### config.mk
export PLATFORM = sky130hd
export DESIGN_NAME = sf_timing_ctrl
export DESIGN_NICKNAME = d
export VERILOG_FILES = /design/src/rtl/sf_pkg.sv /design/src/rtl/sf_col_slice.sv /design/src/rtl/sf_seq.sv /design/src/rtl/sf_timing_ctrl.sv
export SDC_FILE = /design/constraint.sdc
export NUM_CORES = 1
export LEC_CHECK = 0
export BUFFER_PORTS_ARGS = -buffer_cell sky130_fd_sc_hd__buf_2
export CAP_MARGIN = 15
export CORE_MARGIN = 5
export CORE_UTILIZATION = 52
export DETAILED_ROUTE_END_ITERATION = 6
export GPL_ROUTABILITY_DRIVEN = 1
export HOLD_SLACK_MARGIN = 0.1
export PLACE_DENSITY = 0.83
export SKIP_CTS_REPAIR_TIMING = 1
export SKIP_LAST_GASP = 1
export SLEW_MARGIN = 20
export SYNTH_ARGS = -nofsm -noshare
export SYNTH_HDL_FRONTEND = slang
export SYNTH_HIERARCHICAL = 1
export SYNTH_SLANG_ARGS = --single-unit
### constraint.sdc
create_clock -name clk_i -period 4.9 [get_ports clk_i]
set_clock_uncertainty 0.15 [all_clocks]
set_input_delay 1.47 -clock clk_i [delete_from_list [all_inputs] [get_ports clk_i]]
set_output_delay 1.47 -clock clk_i [all_outputs]
set_load 0.01 [all_outputs]
### src/rtl/sf_pkg.sv
package sf_pkg;
  typedef enum logic [1:0] {
    PH_IDLE  = 2'd0,
    PH_RESET = 2'd1,
    PH_ADDR  = 2'd2,
    PH_SUS   = 2'd3
  } phase_e;
endpackage

### src/rtl/sf_col_slice.sv
module sf_col_slice #(
  parameter int unsigned COLS  = 4,
  parameter int unsigned PIX_W = 8,
  parameter int unsigned SF_IW = 3
) (
  input  logic [COLS*PIX_W-1:0] pix_i,
  input  logic [SF_IW-1:0]      sf_i,
  input  logic                  en_i,
  output logic [COLS-1:0]       col_o
);
  for (genvar c = 0; c < COLS; c++) begin : g_col
    logic [PIX_W-1:0] px;
    assign px       = pix_i[c*PIX_W +: PIX_W];
    assign col_o[c] = en_i & px[sf_i];
  end
endmodule

### src/rtl/sf_seq.sv
module sf_seq
  import sf_pkg::*;
#(
  parameter int unsigned NUM_SF   = 8,
  parameter int unsigned SF_IW    = 3,
  parameter logic [NUM_SF*SF_IW-1:0] SF_ORDER = 24'hFAC688,
  parameter int unsigned LINES    = 480,
  parameter int unsigned LINE_W   = 9,
  parameter int unsigned RST_W    = 16,
  parameter int unsigned SLOT_W   = 8,
  parameter int unsigned BASE_W   = 8
) (
  input  logic              clk_i,
  input  logic              rst_ni,
  input  logic              field_start_i,
  input  logic [RST_W-1:0]  reset_len_i,
  input  logic [SLOT_W-1:0] slot_len_i,
  input  logic [BASE_W-1:0] sus_base_i,
  output phase_e            phase_o,
  output logic [SF_IW-1:0]  sf_o,
  output logic [LINE_W-1:0] line_o,
  output logic              scan_o,
  output logic              sus_en_o,
  output logic              sus_y_o,
  output logic              busy_o
);
  localparam int unsigned SUS_W = BASE_W + NUM_SF;
  localparam int unsigned CNT_W = (RST_W > SUS_W) ? RST_W : SUS_W;

  phase_e              phase_q;
  logic [CNT_W-1:0]    cnt_q;
  logic [SLOT_W-1:0]   slot_q;
  logic [LINE_W-1:0]   line_q;
  logic [SF_IW-1:0]    pos_q;
  logic                pend_q;

  logic [RST_W-1:0]    rst_eff;
  logic [SLOT_W-1:0]   slot_eff;
  logic [BASE_W-1:0]   base_eff;
  logic [SUS_W-1:0]    sus_total;
  logic [SF_IW-1:0]    k;
  logic rst_last, slot_last, line_last, sus_last, pos_last, field_end, go_next;

  assign rst_eff   = (reset_len_i == '0) ? RST_W'(1) : reset_len_i;
  assign slot_eff  = (slot_len_i < SLOT_W'(2)) ? SLOT_W'(2) : slot_len_i;
  assign base_eff  = (sus_base_i == '0) ? BASE_W'(1) : sus_base_i;
  assign k         = SF_ORDER[pos_q*SF_IW +: SF_IW];
  assign sus_total = SUS_W'(base_eff) << k;

  assign rst_last  = cnt_q == CNT_W'(rst_eff) - CNT_W'(1);
  assign slot_last = slot_q == slot_eff - SLOT_W'(1);
  assign line_last = line_q == LINE_W'(LINES - 1);
  assign sus_last  = cnt_q == CNT_W'(sus_total) - CNT_W'(1);
  assign pos_last  = pos_q == SF_IW'(NUM_SF - 1);
  assign field_end = (phase_q == PH_SUS) && sus_last && pos_last;
  assign go_next   = pend_q | field_start_i;

  always_ff @(posedge clk_i or negedge rst_ni) begin
    if (!rst_ni) begin
      phase_q <= PH_IDLE;
      cnt_q   <= '0;
      slot_q  <= '0;
      line_q  <= '0;
      pos_q   <= '0;
      pend_q  <= 1'b0;
    end else begin
      // hold-off of a start seen mid-field
      if (field_end) pend_q <= 1'b0;
      else if (field_start_i && phase_q != PH_IDLE) pend_q <= 1'b1;

      unique case (phase_q)
        PH_IDLE: if (field_start_i) begin
          phase_q <= PH_RESET;
          cnt_q   <= '0;
        end
        PH_RESET: if (rst_last) begin
          phase_q <= PH_ADDR;
          cnt_q   <= '0;
          slot_q  <= '0;
          line_q  <= '0;
        end else cnt_q <= cnt_q + CNT_W'(1);
        PH_ADDR: if (slot_last) begin
          slot_q <= '0;
          if (line_last) begin
            phase_q <= PH_SUS;
            cnt_q   <= '0;
            line_q  <= '0;
          end else line_q <= line_q + LINE_W'(1);
        end else slot_q <= slot_q + SLOT_W'(1);
        PH_SUS: if (sus_last) begin
          cnt_q <= '0;
          if (pos_last) begin
            pos_q   <= '0;
            phase_q <= go_next ? PH_RESET : PH_IDLE;
          end else begin
            pos_q   <= pos_q + SF_IW'(1);
            phase_q <= PH_RESET;
          end
        end else cnt_q <= cnt_q + CNT_W'(1);
        default: phase_q <= PH_IDLE;
      endcase
    end
  end

  assign phase_o  = phase_q;
  assign sf_o     = k;
  assign line_o   = line_q;
  assign scan_o   = (phase_q == PH_ADDR) && (slot_q != '0);
  assign sus_en_o = phase_q == PH_SUS;
  assign sus_y_o  = sus_en_o & ~cnt_q[0];
  assign busy_o   = phase_q != PH_IDLE;
endmodule

### src/rtl/sf_timing_ctrl.sv
module sf_timing_ctrl
  import sf_pkg::*;
#(
  parameter int unsigned NUM_SF = 8,
  parameter int unsigned SF_IW  = 3,
  parameter logic [NUM_SF*SF_IW-1:0] SF_ORDER = 24'hFAC688,
  parameter int unsigned LINES  = 480,
  parameter int unsigned COLS   = 16,
  parameter int unsigned PIX_W  = 8,
  parameter int unsigned RST_W  = 16,
  parameter int unsigned SLOT_W = 8,
  parameter int unsigned BASE_W = 8,
  localparam int unsigned LINE_W = (LINES > 1) ? $clog2(LINES) : 1
) (
  input  logic                  clk_i,
  input  logic                  rst_ni,
  input  logic                  field_start_i,
  input  logic [RST_W-1:0]      reset_len_i,
  input  logic [SLOT_W-1:0]     slot_len_i,
  input  logic [BASE_W-1:0]     sus_base_i,
  input  logic [COLS*PIX_W-1:0] pix_i,
  output logic [1:0]            phase_o,
  output logic [SF_IW-1:0]      sf_o,
  output logic [LINE_W-1:0]     line_o,
  output logic                  scan_o,
  output logic [COLS-1:0]       col_o,
  output logic                  sus_en_o,
  output logic                  sus_y_o,
  output logic                  busy_o
);
  phase_e phase;

  sf_seq #(
    .NUM_SF(NUM_SF), .SF_IW(SF_IW), .SF_ORDER(SF_ORDER), .LINES(LINES),
    .LINE_W(LINE_W), .RST_W(RST_W), .SLOT_W(SLOT_W), .BASE_W(BASE_W)
  ) u_seq (
    .clk_i(clk_i), .rst_ni(rst_ni), .field_start_i(field_start_i),
    .reset_len_i(reset_len_i), .slot_len_i(slot_len_i), .sus_base_i(sus_base_i),
    .phase_o(phase), .sf_o(sf_o), .line_o(line_o), .scan_o(scan_o),
    .sus_en_o(sus_en_o), .sus_y_o(sus_y_o), .busy_o(busy_o)
  );

  sf_col_slice #(.COLS(COLS), .PIX_W(PIX_W), .SF_IW(SF_IW)) u_col (
    .pix_i(pix_i), .sf_i(sf_o), .en_i(phase == PH_ADDR), .col_o(col_o)
  );

  assign phase_o = phase;
endmodule

# After elaboration in Yosys (flattened, before gate mapping)
# Index checks and enable logic that the tools add are counted.
# word_totals
regBits	39
in_bits	163
out_inout_bits	34
word_cells	125
# op_classes
addsub	7
n_mul	1
order_cmp	2
n_eq_ne	13
n_shift	2
muxes	59
bitwise_logic	19
reduce_logical	16
# ops
op	count
16-bit two-way mux	6
16-bit case mux with 4 select lines	1
1-bit binary-select mux with 3-bit select	16
16-bit == test	2
8-bit two-way mux	4
16-bit by 1-bit subtractor with 16-bit output (second input constant)	2
9-bit two-way mux	3
24-bit by 6-bit indexed part select with 3-bit output (first input constant)	1
1-bit two-way mux	19
9-bit case mux with 2 select lines	1
1-bit AND	17
16-bit by 1-bit adder with 16-bit output (second input constant)	1
16-bit logical NOT	1
8-bit case mux with 2 select lines	1
8-bit by 3-bit << shifter with 16-bit output	1
2-bit two-way mux	6
9-bit by 1-bit adder with 9-bit output (second input constant)	1
9-bit == test (second input constant)	1
8-bit by 1-bit adder with 8-bit output (second input constant)	1
8-bit == test	1
8-bit logical NOT	1
8-bit by 2-bit < comparator with 1-bit output (second input constant)	1
2-bit inequality test (second input constant)	4
2-bit case mux with 4 select lines	1
18 further kinds	26

# Longest topological paths before layout
# depth
ltp_word	8
mapped_depth	17
ltp_nobuf	15

# Modules after synthesis
# The synthesis kept the hierarchy.
# modules_own_cells
mod	instances	cells_per_inst	area_per_inst_um2	seq_area_each_um2
sf_seq	1	551	4385.5	975.9
sf_col_slice	1	110	1202.4	0.0
sf_timing_ctrl	1	1	13.8	0.0

# Least setup slack after synthesis
# OpenSTA, ideal clock, no wires.
# synth_path
path_type	in2reg
startpoint	input port reset_len_i[6]
endpoint	register u_seq.line_q[8] (netlist: u_seq/line_o[8])
setup_ps	129
arrival_time_ps	4874
t_required_ps	4621
setup_slack_ps	-254
path_stages	16
n_path_buf	1
path_cell_list	or4_4 nor4_1 and2_1 nor2_1 ha_1 nor3b_1 xnor2_1 a2111oi_2 o311a_1 nand4_1 nor4_2 mux2i_1 or2_2 buf_2 o21ai_1 o41ai_2
# synth_between
elab_chain_cells	6
# synth_rtl
item	line	source
from (decl)	sf_timing_ctrl.sv:18	input logic [RST_W-1:0] reset_len_i,
16-bit logical NOT	sf_seq.sv:44	assign rst_eff = (reset_len_i == '0) ? RST_W'(1) : reset_len_i;
16-bit two-way mux *	sf_seq.sv:44	
16-bit by 1-bit subtractor with 16-bit output *	sf_seq.sv:50	assign rst_last = cnt_q == CNT_W'(rst_eff) - CNT_W'(1);
16-bit == test *	sf_seq.sv:50	
2-bit by 1-bit inequality test with 1-bit output (no source line) *	--	
3-bit AND reduction (no source line) *	--	
to (signal assigned)	sf_seq.sv:88	end else line_q <= line_q + LINE_W'(1);
to (decl)	sf_seq.sv:33	logic [LINE_W-1:0] line_q;
# Every way passes the cells marked *; elsewhere a longest branch is shown, timed or not.
# A chain may end at the register's enable or synchronous reset.

# Worst setup path after layout
# layout_path
startpoint	input port reset_len_i[9]
endpoint	register u_seq.line_q[6] (netlist: u_seq/line_o[6])
# Same word-level chain as after synthesis.

==> summary.txt <==
Outcome
  • Outcome: complete, no violations

Global route
  • First-pass GRT wire length: 27.8 mm
  • GR Overflow Total: 0
  • Vias in the first global route: 5,658
  • Largest net degree at the start of global routing: 54
  • Total track usage: 25.6%
  • Initial antenna violation count: 2

Critical path
  • Worst reg-to-reg setup slack: 930 ps
  • Crit Path Max Fanout: 7
  • Worst Setup Path Type: input port to flop
  • Crit path from: reset_len_i[9]
  • CP Data Arrival Time: 4750 ps
  • Required @ worst endpoint: 4960 ps
  • Startpoint Class: input port
  • R2r startpoint: u_seq/pos_q[1]$_DFFE_PN0N_
  • CP endpoint kind: flop

Job
  • Max Cap Violations: 0

Final layout
  • Layout cells sized above 1: 39.7%
  • Area delta synth->final: 27.3%
  • Nets: 1,054
  • Non-Filler Instances: 1,016
  • Final non-filler cell area: 7130 um^2
  • Layout filler cell count: 889
  • Commonest non-fill, non-tap cell in the layout: buf_2
  • Most frequent cells in the layout: buf_2 (194), nand2_1 (56), buf_4 (51), o21ai_0 (42), nor2_1 (37)

Placement
  • IO Port Bufs: 196
  • GPL Wtd Cong: 0.933
  • Setup WS pre-CTS: -262 ps
  • Inst Count DP: 1,006
  • Hpwl dp: 14.2 mm
  • Dpl cell area: 6930 um^2

Power and ir drop
  • Leak Pwr: 3.12 nW
  • Pwr Density: 143 nW/um^2
  • Maximum VDD drop: 229 uV
  • Pwr Total: 1.02 mW

Synthesis
  • Area leader, netlist: dfrtp_1
  • Synthesized Nets: 838
  • Synth async-reset ratio: 100%
  • Syn. warnings: 6
  • Share of the synthesized area in the top cell type: 17.4%
  • Cell variety after synth: 87
  • Synth Area per Inst: 8.46 um^2
  • Synth top area cells: dfrtp_1 (17%), mux2_2 (5.4%), xnor2_1 (4.8%)
  • Post-synth EDFFs: 0
  • Sequential area share after synthesis: 17.4%
  • Synth Cell Area: 5600 um^2
  • Synth Flop Type: dfrtp_1
  • Cells after synthesis: 662
  • Synth Register Bits: 39

STA
  • Min Tclk post-route: 4690 ps
  • Slew @ Worst Pin: 913 ps
  • RSZ-0062 raised after global routing: true
  • Crit share post-route: 95.8%
  • Final setup viols: 0
  • Max Fclk: 0.213 GHz
  • Max-slew violations: 0
  • Slew HR: 39.1%
  • Worst setup margin: 206 ps
  • Hold Violations, Final: 0

Clock network
  • Clock-pin slew on the worst setup and hold paths: 90 ps
  • Clk root buf: clkbuf_8
  • Max clock buf depth: 2
  • CTS tree: built
  • Worst-skew pair later-pin latency: 290 ps
  • Total CTS buffers: 5
  • H-tree levels: 2
  • CTS sink count: 39

Hold path
  • Hold Crit Start: u_seq/line_o[8]$_DFFE_PN0P_
  • Min-Delay Path Class: flop to flop

Floorplan
  • Die area: 12,900 um^2
  • Initial core utilization: 53.8%
  • Die outline width: 114 um
  • DIE HEIGHT: 114 um
  • Num rows: 37
  • IO Pins: 197
  • Total core area: 10,400 um^2

Routing
  • Detailed Routing Iterations Pass 1: 5
  • WL final: 17.7 mm
  • Post-route ant nets: 0
  • DRC viols: 0
  • Vias per std cell: 5.98
  • Wire per inst: 17.4 um
  • Via count: 6,071
  • Iteration-0 DRC Markers: 508
report_power, final:
| part | internal, mW | switching (mW) |
|---|---|---|
| clock network | 0.0991 | 0.116 |
| registers | 0.355 | 0.0538 |
| logic | 0.204 | 0.189 |
| total | 0.658 | 0.359 |
kinds of logic after synthesis:
family                   synth area share (%)
AO/OA/AOI/OAI                            23.5
adder cells (fa/ha/maj)                  2.90
flip-flops                               17.4
buffers and inverters                    7.35
multiplexers                             17.2
AND/OR/NAND/NOR                          24.1
XOR/XNOR                                 7.62
flip-flops by register name, indices dropped and copies added (netlist names):
signal,cells
u_seq/cnt_q,16
u_seq/line_o,9
u_seq/slot_q,8
u_seq/pos_q,3
u_seq/phase_o,2
u_seq/pend_q,1
Yosys cell counts (5+ instances only):
master	n
nor2_1	38
mux4_2	12
buf_6	7
inv_1	36
o21ai_0	46
xor2_1	10
o21ai_1	5
a21oi_1	21
o22ai_1	9
nor2b_1	9
nand4_1	8
a21o_1	5
a211oi_1	5
and3_1	15
and2_1	6
mux4_1	6
ha_1	13
nor3_1	12
a221oi_2	10
dfrtp_1	39
or3_1	10
a31oi_1	7
buf_2	7
xnor2_1	31
o31ai_1	7
nand2b_1	25
nor4_1	9
nor4b_1	5
mux2i_1	23
nand3_1	19
mux2_2	27
nand2_1	56
or2_2	6
a221oi_1	7
clkbuf_1	17
metrics by stage:
step	hold WS, ps	utilization, %	TNS, ps
floorplan	359	-	0
global placement	383	66.6	-2160
detailed placement	386	66.6	-3720
CTS	397	67.4	0
global route	407	68.4	-225
finish	389	68.4	0
routing by layer:
| layer | vias up | share of wire, % | track usage [%] |
|---|---|---|---|
| met3 | 35 | 7.8 | 3.66 |
| met4 | 0 | 3.1 | 6.73 |
| met5 | - | 0 | 0 |
| met2 | 260 | 50 | 47.2 |
| met1 | 2832 | 39 | 31.2 |
| li1 | 2944 | - | - |
area by class of cell:
| type | count | area, um^2 | area share [%] |
|---|---|---|---|
| antenna | 1 | 2.50 | 0.0351 |
| clock buffer | 5 | 68.8 | 0.965 |
| clock inverter | 3 | 20.0 | 0.281 |
| inverter | 36 | 135 | 1.90 |
| multi-input combinational | 546 | 4320 | 60.6 |
| sequential | 39 | 982 | 13.8 |
| tap | 136 | 170 | 2.39 |
| timing repair buffer | 250 | 1430 | 20.0 |
worst max-delay path, stage by stage:
cell and delay, ps:
buf_6 90, or4_4 550, nor4_4 240, and2_4 200, nor2_4 40, ha_4 160
nor3b_4 150, xnor2_1 130, a2111oi_2 200, o311a_1 210, nand4_1 140, nor4_2 350
mux2i_2 150, or3_4 450, o31ai_2 220
path summary, 6_finish.rpt:
kind | endpoint | cells past startpoint
setup / recovery | u_seq/line_o[6]$_DFFE_PN0P_ | 15
setup reg to reg | u_seq/cnt_q[4]$_DFFE_PN0P_ | 11
hold reg to reg | u_seq/line_o[8]$_DFFE_PN0P_ | 1
min in group asynchronous | u_seq/cnt_q[1]$_DFFE_PN0P_ | 1
hold / removal | u_seq/line_o[8]$_DFFE_PN0P_ | 1
max in group asynchronous | u_seq/pos_q[2]$_DFFE_PN0N_ | 1
(Power assumes the default switching activity.)
